`src/rtl/mbx_pkg.sv`:
```
// Shared constants for the mailbox transmit block: register offsets and
// interrupt mask bit positions. Assumes byte offsets on a 32-bit bus.
package mbx_pkg;
    localparam int OFF_TGT   = 'h00;
    localparam int OFF_LO    = 'h04;
    localparam int OFF_HI    = 'h08;
    localparam int OFF_TRIG  = 'h0C;
    localparam int OFF_CLR   = 'h10;
    localparam int OFF_STAT  = 'h14;
    localparam int OFF_PEND  = 'h18;
    localparam int OFF_MASK  = 'h1C;

    localparam int MSK_OUT_BIT = 0;
    localparam int MSK_OVF_BIT = 1;
    localparam int MSK_DLV_BIT = 2;
    localparam int MSK_W       = 3;
endpackage

```
`src/rtl/mbx_stage.sv`:
```
// Staging registers for the next message: destination index and two data
// words. Assumes the write strobes are mutually exclusive.
module mbx_stage #(
    parameter int DATA_W = 32,
    parameter int TGT_W  = 3
) (
    input  logic              clk,
    input  logic              rst_n,
    input  logic              we_tgt,
    input  logic              we_lo,
    input  logic              we_hi,
    input  logic [DATA_W-1:0] wdata,
    output logic [TGT_W-1:0]  tgt_q,
    output logic [DATA_W-1:0] lo_q,
    output logic [DATA_W-1:0] hi_q
);
    // Capture each staged field on its own write strobe.
    always_ff @(posedge clk) begin
        if (!rst_n) begin
            tgt_q <= '0;
            lo_q  <= '0;
            hi_q  <= '0;
        end else begin
            if (we_tgt) tgt_q <= wdata[TGT_W-1:0];
            if (we_lo)  lo_q  <= wdata;
            if (we_hi)  hi_q  <= wdata;
        end
    end
endmodule

```
`src/rtl/mbx_status.sv`:
```
// Per-destination busy, overflow and delivered bitmaps. A trigger to an idle
// destination marks it busy; one to a busy destination records an overflow.
// A fetch of a busy destination clears busy and records delivery. New events
// take priority over a software clear in the same cycle.
module mbx_status #(
    parameter int NT    = 8,
    parameter int TGT_W = $clog2(NT)
) (
    input  logic             clk,
    input  logic             rst_n,
    input  logic             trig,
    input  logic [TGT_W-1:0] trig_tgt,
    input  logic             fetch_valid,
    input  logic [TGT_W-1:0] fetch_tgt,
    input  logic             clr_we,
    input  logic [NT-1:0]    clr_ovf,
    input  logic [NT-1:0]    clr_dlv,
    output logic [NT-1:0]    busy_q,
    output logic [NT-1:0]    ovf_q,
    output logic [NT-1:0]    dlv_q,
    output logic             launch_ok,
    output logic             ev_ovf,
    output logic             ev_dlv
);
    // Classify the current trigger and fetch against the busy map.
    always_comb begin
        launch_ok = trig && !busy_q[trig_tgt];
        ev_ovf    = trig && busy_q[trig_tgt];
        ev_dlv    = fetch_valid && busy_q[fetch_tgt];
    end

    for (genvar g = 0; g < NT; g++) begin : g_tgt
        logic hit_trig, hit_fetch;
        assign hit_trig  = trig && (trig_tgt == TGT_W'(g));
        assign hit_fetch = fetch_valid && (fetch_tgt == TGT_W'(g));

        // Update this destination's three status bits.
        always_ff @(posedge clk) begin
            if (!rst_n) begin
                busy_q[g] <= 1'b0;
                ovf_q[g]  <= 1'b0;
                dlv_q[g]  <= 1'b0;
            end else begin
                busy_q[g] <= (hit_trig && !busy_q[g]) ||
                             (busy_q[g] && !hit_fetch);
                ovf_q[g]  <= (hit_trig && busy_q[g]) ||
                             (ovf_q[g] && !(clr_we && clr_ovf[g]));
                dlv_q[g]  <= (hit_fetch && busy_q[g]) ||
                             (dlv_q[g] && !(clr_we && clr_dlv[g]));
            end
        end
    end


    ovf_set_chk: assert property (@(posedge clk) disable iff (!rst_n)
        (trig && busy_q[trig_tgt]) |=> (ovf_q[$past(trig_tgt)] && busy_q[$past(trig_tgt)]));


    fetch_done_chk: assert property (@(posedge clk) disable iff (!rst_n)
        (fetch_valid && busy_q[fetch_tgt]) |=> (!busy_q[$past(fetch_tgt)] && dlv_q[$past(fetch_tgt)]));


    busy_set_chk: assert property (@(posedge clk) disable iff (!rst_n)
        (trig && !busy_q[trig_tgt] && !(fetch_valid && fetch_tgt == trig_tgt))
        |=> busy_q[$past(trig_tgt)]);
endmodule

```
`src/rtl/mbx_irq.sv`:
```
// Interrupt pending bit with per-source masks and an output gate. Pending is
// set by any event whose mask bit is clear and is cleared by software
// writing 1; a same-cycle event wins. Mask resets to all sources blocked.
module mbx_irq #(
    parameter int MSK_W = mbx_pkg::MSK_W
) (
    input  logic             clk,
    input  logic             rst_n,
    input  logic             mask_we,
    input  logic [MSK_W-1:0] mask_wd,
    input  logic             pend_clr,
    input  logic             ev_ovf,
    input  logic             ev_dlv,
    output logic [MSK_W-1:0] mask_q,
    output logic             pend_q,
    output logic             irq_o
);
    import mbx_pkg::*;

    logic ev_open;

    // Keep only events whose source mask is open.
    always_comb begin
        ev_open = (ev_ovf && !mask_q[MSK_OVF_BIT]) ||
                  (ev_dlv && !mask_q[MSK_DLV_BIT]);
    end

    // Hold the mask and the pending bit.
    always_ff @(posedge clk) begin
        if (!rst_n) begin
            mask_q <= '1;
            pend_q <= 1'b0;
        end else begin
            if (mask_we) mask_q <= mask_wd;
            pend_q <= ev_open || (pend_q && !pend_clr);
        end
    end

    // Gate the output with the global mask bit.
    assign irq_o = pend_q && !mask_q[MSK_OUT_BIT];


    pend_quiet_chk: assert property (@(posedge clk) disable iff (!rst_n)
        (!pend_q && !ev_ovf && !ev_dlv) |=> !pend_q);


    pend_dlv_chk: assert property (@(posedge clk) disable iff (!rst_n)
        (ev_dlv && !mask_q[MSK_DLV_BIT]) |=> pend_q);


    pend_clr_chk: assert property (@(posedge clk) disable iff (!rst_n)
        (pend_clr && !ev_ovf && !ev_dlv) |=> !pend_q);
endmodule

```
`src/rtl/mbx_send_regs.sv`:
```
// Top of the mailbox transmit block: decodes the register bus, stages the
// message, tracks per-destination status, launches messages and raises the
// interrupt. Assumes one bus access per cycle; read data is registered.
module mbx_send_regs #(
    parameter int DATA_W = 32,
    parameter int ADDR_W = 6,
    parameter int NT     = 8,
    parameter int TGT_W  = $clog2(NT)
) (
    input  logic                clk,
    input  logic                rst_n,
    input  logic                bus_valid_i,
    input  logic                bus_write_i,
    input  logic [ADDR_W-1:0]   bus_addr_i,
    input  logic [DATA_W-1:0]   bus_wdata_i,
    output logic [DATA_W-1:0]   bus_rdata_o,
    input  logic                fetch_valid_i,
    input  logic [TGT_W-1:0]    fetch_tgt_i,
    output logic                launch_valid_o,
    output logic [TGT_W-1:0]    launch_tgt_o,
    output logic [2*DATA_W-1:0] launch_data_o,
    output logic                irq_o
);
    import mbx_pkg::*;

    localparam int OVF_LSB = NT;
    localparam int DLV_LSB = 2 * NT;

    logic wr, rd;
    logic we_tgt, we_lo, we_hi, trig, clr_we, mask_we, pend_clr;
    logic [TGT_W-1:0]  tgt_q;
    logic [DATA_W-1:0] lo_q, hi_q;
    logic [NT-1:0]     busy_q, ovf_q, dlv_q;
    logic              launch_ok, ev_ovf, ev_dlv, pend_q;
    logic [MSK_W-1:0]  mask_q;
    logic [DATA_W-1:0] stat_word, rd_next;

    // Decode register writes from the bus request.
    always_comb begin
        wr       = bus_valid_i && bus_write_i;
        rd       = bus_valid_i && !bus_write_i;
        we_tgt   = wr && (bus_addr_i == OFF_TGT[ADDR_W-1:0]);
        we_lo    = wr && (bus_addr_i == OFF_LO[ADDR_W-1:0]);
        we_hi    = wr && (bus_addr_i == OFF_HI[ADDR_W-1:0]);
        trig     = wr && (bus_addr_i == OFF_TRIG[ADDR_W-1:0]) && bus_wdata_i[0];
        clr_we   = wr && (bus_addr_i == OFF_CLR[ADDR_W-1:0]);
        mask_we  = wr && (bus_addr_i == OFF_MASK[ADDR_W-1:0]);
        pend_clr = wr && (bus_addr_i == OFF_PEND[ADDR_W-1:0]) && bus_wdata_i[0];
    end

    mbx_stage #(.DATA_W(DATA_W), .TGT_W(TGT_W)) u_stage (
        .clk   (clk),
        .rst_n (rst_n),
        .we_tgt(we_tgt),
        .we_lo (we_lo),
        .we_hi (we_hi),
        .wdata (bus_wdata_i),
        .tgt_q (tgt_q),
        .lo_q  (lo_q),
        .hi_q  (hi_q)
    );

    mbx_status #(.NT(NT), .TGT_W(TGT_W)) u_status (
        .clk        (clk),
        .rst_n      (rst_n),
        .trig       (trig),
        .trig_tgt   (tgt_q),
        .fetch_valid(fetch_valid_i),
        .fetch_tgt  (fetch_tgt_i),
        .clr_we     (clr_we),
        .clr_ovf    (bus_wdata_i[OVF_LSB +: NT]),
        .clr_dlv    (bus_wdata_i[DLV_LSB +: NT]),
        .busy_q     (busy_q),
        .ovf_q      (ovf_q),
        .dlv_q      (dlv_q),
        .launch_ok  (launch_ok),
        .ev_ovf     (ev_ovf),
        .ev_dlv     (ev_dlv)
    );

    mbx_irq #(.MSK_W(MSK_W)) u_irq (
        .clk     (clk),
        .rst_n   (rst_n),
        .mask_we (mask_we),
        .mask_wd (bus_wdata_i[MSK_W-1:0]),
        .pend_clr(pend_clr),
        .ev_ovf  (ev_ovf),
        .ev_dlv  (ev_dlv),
        .mask_q  (mask_q),
        .pend_q  (pend_q),
        .irq_o   (irq_o)
    );

    // Register the launch strobe together with its payload.
    always_ff @(posedge clk) begin
        if (!rst_n) begin
            launch_valid_o <= 1'b0;
            launch_tgt_o   <= '0;
            launch_data_o  <= '0;
        end else begin
            launch_valid_o <= launch_ok;
            if (launch_ok) begin
                launch_tgt_o  <= tgt_q;
                launch_data_o <= {hi_q, lo_q};
            end
        end
    end

    // Assemble the status word and select the read source.
    always_comb begin
        stat_word = '0;
        stat_word[NT-1:0]           = busy_q;
        stat_word[OVF_LSB +: NT]    = ovf_q;
        stat_word[DLV_LSB +: NT]    = dlv_q;
        rd_next = '0;
        case (int'(bus_addr_i))
            OFF_TGT:  rd_next[TGT_W-1:0] = tgt_q;
            OFF_LO:   rd_next = lo_q;
            OFF_HI:   rd_next = hi_q;
            OFF_STAT: rd_next = stat_word;
            OFF_PEND: rd_next[0] = pend_q;
            OFF_MASK: rd_next[MSK_W-1:0] = mask_q;
            default:  rd_next = '0;
        endcase
    end

    // Return read data one cycle after the request.
    always_ff @(posedge clk) begin
        if (!rst_n) bus_rdata_o <= '0;
        else if (rd) bus_rdata_o <= rd_next;
    end


    launch_pulse_chk: assert property (@(posedge clk) disable iff (!rst_n)
        launch_ok |=> launch_valid_o);


    no_launch_chk: assert property (@(posedge clk) disable iff (!rst_n)
        !launch_ok |=> !launch_valid_o);


    irq_gate_chk: assert property (@(posedge clk) disable iff (!rst_n)
        irq_o |-> (pend_q && !mask_q[MSK_OUT_BIT]));
endmodule

```
`config.mk`:
```
export PLATFORM = sky130hd
export DESIGN_NAME = mbx_send_regs
export DESIGN_NICKNAME = d
export VERILOG_FILES = /design/src/rtl/mbx_pkg.sv /design/src/rtl/mbx_stage.sv /design/src/rtl/mbx_status.sv /design/src/rtl/mbx_irq.sv /design/src/rtl/mbx_send_regs.sv
export SDC_FILE = /design/constraint.sdc
export NUM_CORES = 1
export LEC_CHECK = 0
export BUFFER_PORTS_ARGS = -buffer_cell sky130_fd_sc_hd__buf_2
export CORE_MARGIN = 1.5
export CORE_UTILIZATION = 55
export CTS_BUF_LIST = sky130_fd_sc_hd__clkbuf_16
export DETAILED_ROUTE_END_ITERATION = 8
export GPL_TIMING_DRIVEN = 0
export MAX_ROUTING_LAYER = met4
export PLACE_DENSITY = 0.88
export SYNTH_ARGS = -nofsm -noshare
export SYNTH_HDL_FRONTEND = slang
export SYNTH_SLANG_ARGS = --single-unit
```
`constraint.sdc`:
```
create_clock -name clk -period 5.6 [get_ports clk]
set_input_delay 1.12 -clock clk [delete_from_list [all_inputs] [get_ports clk]]
set_output_delay 1.12 -clock clk [all_outputs]
set_load 0.01 [all_outputs]
```
# Word-level counts from Yosys, hierarchy flattened

Cells that the tools add are included.

Input bits: 46
Register bits after elaboration: 195
Logic and storage cells: 228

Order comparisons: 2
Equality and inequality tests: 21
Mux-type cells: 7
Reduce and logical (&&, ||, !) cells: 165

Operator list:

| cell                 | count |
|---|---|
| $logic_and A1 B1 Y1  | 98 |
| $pmux W29 S3         | 1 |
| $logic_not A1 Y1     | 38 |
| $logic_or A1 B1 Y1   | 26 |
| $eq A3 B3 Y1 const B | 8 |
| $eq A6 B5 Y1 const B | 4 |
| $eq A3 B2 Y1 const B | 4 |
| $eq A6 B4 Y1 const B | 2 |
| $pmux W2 S5          | 1 |
| $lt A3 B4 Y1 const B | 2 |
| $bmux W1 S3          | 2 |
| $eq A3 B1 Y1 const B | 2 |
| $eq A6 B3 Y1 const B | 1 |
| $logic_not A3 Y1     | 2 |
| $logic_not A6 Y1     | 1 |
| $pmux W1 S6          | 1 |
| $mux W1              | 2 |

# Longest topological paths before layout

Depth in word-level cells: 7
Depth in mapped cells: 7
Gate-level depth less buffers: 4

# Modules after synthesis

Synthesis repeated with hierarchy kept, for this count alone.

Cell total of the unflattened synthesis: 766
Area total of the unflattened synthesis: 8226.6 um^2

Modules (own cells, without submodules):

| module        | seq. area each (um^2) | area an instance (um^2) | cells an instance | instances |
|---|---|---|---|---|
| mbx_send_regs | 2001.9                | 4255.3                  | 406               | 1 |
| mbx_stage     | 1341.3                | 2606.2                  | 216               | 1 |
| mbx_status    | 480.5                 | 1208.7                  | 129               | 1 |
| mbx_irq       | 80.1                  | 156.4                   | 15                | 1 |

# Worst setup path before layout

No wires, ideal clock.

Path type: input -> register
Start point: input bus_addr_i[5]
End point: register u_status.ovf_q[1]
Slack: 2.909 ns
Data arrival time: 2.575 ns
Data required time: 5.484 ns
Stages on the path: 6
Setup time: 0.116 ns
Cell sequence: or3_1 > buf_2 > nor4_2 > buf_2 > a21oi_1 > a31o_2

Longest elaborated chain between the ends: 6

Ends and longest elaborated chain:

| what                                                           | RTL line                                 | source |
|---|---|---|
| start: declaration                                             | mbx_send_regs.sv:14                      | `input logic [ADDR_W-1:0] bus_addr_i,` |
| $eq A6 B4 Y1 / $eq A6 B5 Y1 (equally long branches)            | mbx_send_regs.sv:45, mbx_send_regs.sv:46 |  |
| $logic_and A1 B1 Y1 (on tied branches)                         | mbx_send_regs.sv:45, mbx_send_regs.sv:46 |  |
| $logic_and A1 B1 Y1 (on tied branches)                         | mbx_send_regs.sv:45, mbx_status.sv:47    |  |
| $logic_and A1 B1 Y1 / $logic_not A1 Y1 (equally long branches) | mbx_status.sv:34, mbx_status.sv:47       |  |
| $logic_and A1 B1 Y1 (on tied branches)                         | mbx_status.sv:46, mbx_status.sv:47       |  |
| $logic_or A1 B1 Y1 (*)                                         | mbx_status.sv:46                         | `ovf_q[g] <= (hit_trig && busy_q[g]) \|\|` |
| end signal: indexed assignment                                 | mbx_status.sv:46                         |  |
| end: declaration                                               | mbx_status.sv:19                         | `output logic [NT-1:0] ovf_q,` |

Every way passes the cells marked *; elsewhere a longest branch is shown, timed or not.
A chain may end at the register's enable or synchronous reset.

# Worst setup path in the final report

Start point: input bus_addr_i[5]
End point: register bus_rdata_o[8]

Longest elaborated chain between the ends: 2

Ends and longest elaborated chain:

| what                                       | RTL line             | source |
|---|---|---|
| $eq A6 B5 Y1, or another cell as far along | mbx_send_regs.sv:116 | `case (int'(bus_addr_i))` |
| $pmux W29 S3 (*)                           | mbx_send_regs.sv:116 |  |
| end signal: assignment                     | mbx_send_regs.sv:130 | `else if (rd) bus_rdata_o <= rd_next;` |
| end: declaration                           | mbx_send_regs.sv:16  | `output logic [DATA_W-1:0] bus_rdata_o,` |

Marks and branches as above.

==> results.cfg <==
[run_status]
status = completed

[routing]
routed_wl_um = 23900
routedWlPerCell_um = 18.7
drc = 0
ant_nets = 0
drt_iter0_markers = 934
dr.pass1.iters = 7
vias = 7485
viasPerCell = 5.85

[setup_path]
cp_data_arrival_time_ps = 3570
worstPathMaxFanout = 10
r2r_cells = 7
crit_path_start_kind = primary input
end_kind = flop
critPathRequiredTime_ps = 5950
critical_path_class = primary input to flop
rrSetupSlack_ps = 3240
reg2reg_from = u_stage.tgt_q[1]
crit-reg2reg-capture = launch_data_o[50]

[finish]
stdcell_count = 1280
antenna_cells = 0
final_cell_mix = nand2_1 (311), dfxtp_1 (195), buf_2 (146)
post-route-util_pct = 66.3
layout_commonest_cell = nand2_1
fin_nets = 1129
layout-drive-gt1-share_pct = 18.2
syn2layout_area_growth_pct = 18.8

[clocking]
clkTransAtPathRegs_ps = 70
h-tree-depth = 4
ctsHoldBuffers = 0
cts_tree = built
cts_buffers = 17
cts-resized-gates = 0
root_buffer = clkbuf_16
clkLatencyLatePin_ps = 440
clockBufferDepth = 2
cts_sinks = 195
cts_setup_buffers = 0

[synthesis]
yosysWarnings = 0
ys.flop_type = dfxtp_1
synth_edf_count = 0
synth.distinct_cells = 52
mappedNetlistArea_um2 = 8050
synthArstFlopShare_pct = 0
synth_fp_nets = 967
syn-instance-count = 921
syn_area_per_cell_um2 = 8.74
synth_seq_cells = 195
synth-seq-area-share_pct = 48.5

[die]
io_pins = 147
die_area_um2 = 15400
core_um2 = 14400
initial_utilization_pct = 55.8
fp.dieW_um = 124
die_h_um = 124
num_rows = 44

[global_route]
grt_max_degree = 17
antenna_found_initial = 0
grt_pass1_wl_um = 36300
overflow = 0
grt_pass1_vias = 7047
grt.total_usage_pct = 32.5

[sta]
holdWs_ps = 453
slew_headroom_pct = 43.7
tightest_slew_ps = 838
fmax_ghz = 0.311
rsz0062_at_grt = no
min_period_over_period_pct = 57.4
hold_viol_final = 0
finalClockSkew_ps = 12.7
finalMaxSlewViolations = 0
setup_violations = 0
finalCriticalPeriod_ps = 3220
setup-tns-final_ps = 0

[placed_design]
dp.final_hpwl_um = 16800
dp.cells = 1248
io_buffers = 143
routabilityCongestion = 0.939

[pwr]
p_per_area_nw_per_um2 = 282
p_leak_nw = 3.54
peakVddDrop_mv = 0.234

[worst_hold_path]
worstHoldEndpoint = bus_rdata_o[3]
min_from = bus_rdata_o[3]
worstHoldPathCells = 2
min_path_type = flop to flop

[run]
max_cap_violations = 0
[critical path: stages]
cell      delay, ps
buf_2           110
or3_1           430
buf_2           220
nor3_1          620
clkbuf_1        580
a222oi_1        220
o21ai_0         250
[synthesized netlist by cell type (all sizes together) (7+ instances only)]
cell type,number,area [um2]
nand2,311,1170
dfxtp,195,3900
mux2i,75,751
a21boi,68,510
clkbuf,63,236
o21ai,37,185
a222oi,21,210
nor2,12,52.6
a21oi,11,55.1
buf,11,90.1
nand3,11,55.1
nor2b,11,68.8
a22oi,9,67.6
a31o,8,70.1
a31oi,8,50.1
and3,7,43.8
nor3,7,35.0
[layout make-up]
type                       instances  area [um2]
fill                            1183        4860
tap                              184         230
buffer                            74         327
multi-input combinational        650        3810
timing repair buffer             143         716
inverter                           2        7.51
clock inverter                    15         143
sequential                       195        3900
clock buffer                      17         425
[power by group]
| part | switching [mW] | internal, mW | total, mW |
|---|---|---|---|
| clock network | 0.541 | 0.655 | 1.20 |
| logic | 0.0779 | 0.0322 | 0.110 |
| registers | 0.00160 | 1.39 | 1.39 |
[layer usage]
layer	GRT usage, %	share of wire [%]
met1	39.5	41
met2	51.6	47
met3	6.64	8.3
met4	16.1	3.8
met5	-	0
[kinds of logic after synthesis]
kind of cell	share of synthesized area, %
multiplexers	10.6
flip-flops	48.5
AO/OA/AOI/OAI	16.5
buffers and inverters	4.15
AND/OR/NAND/NOR	20.3
[per-stage QoR]
step                cell area, um2  worst slack, ps  total power, mW
detailed placement            8990             2190             1.53
finish                        9560             2380             2.70
floorplan                     8050             2910             1.48
CTS                           9560             2590             2.70
global route                  9560             2450             2.77
global placement              8990             2250             1.53
[worst max-delay path by stage]
stage / from / to / slack (ps) / depth (start not counted)
final: bus_addr_i[5] / bus_rdata_o[8] / 2380 / 7
after CTS: bus_addr_i[5] / bus_rdata_o[8] / 2590 / 7
after global placement: bus_addr_i[5] / bus_rdata_o[8] / 2250 / 7
after detailed placement: bus_addr_i[5] / bus_rdata_o[12] / 2190 / 7
after global routing: bus_addr_i[5] / bus_rdata_o[7] / 2450 / 7
after floorplan: bus_addr_i[5] / u_status.ovf_q[1] / 2910 / 6
[sequential cells by signal (all words and copies together), names as in the netlist]
register and cells:
launch_data_o 64, bus_rdata_o 32, u_stage.hi_q 32, u_stage.lo_q 32
u_status.busy_q 8, u_status.dlv_q 8, u_status.ovf_q 8, launch_tgt_o 3
u_irq.mask_q 3, u_stage.tgt_q 3, launch_valid_o 1, u_irq.pend_q 1
No activity file was read; power rests on OpenSTA's default activity.
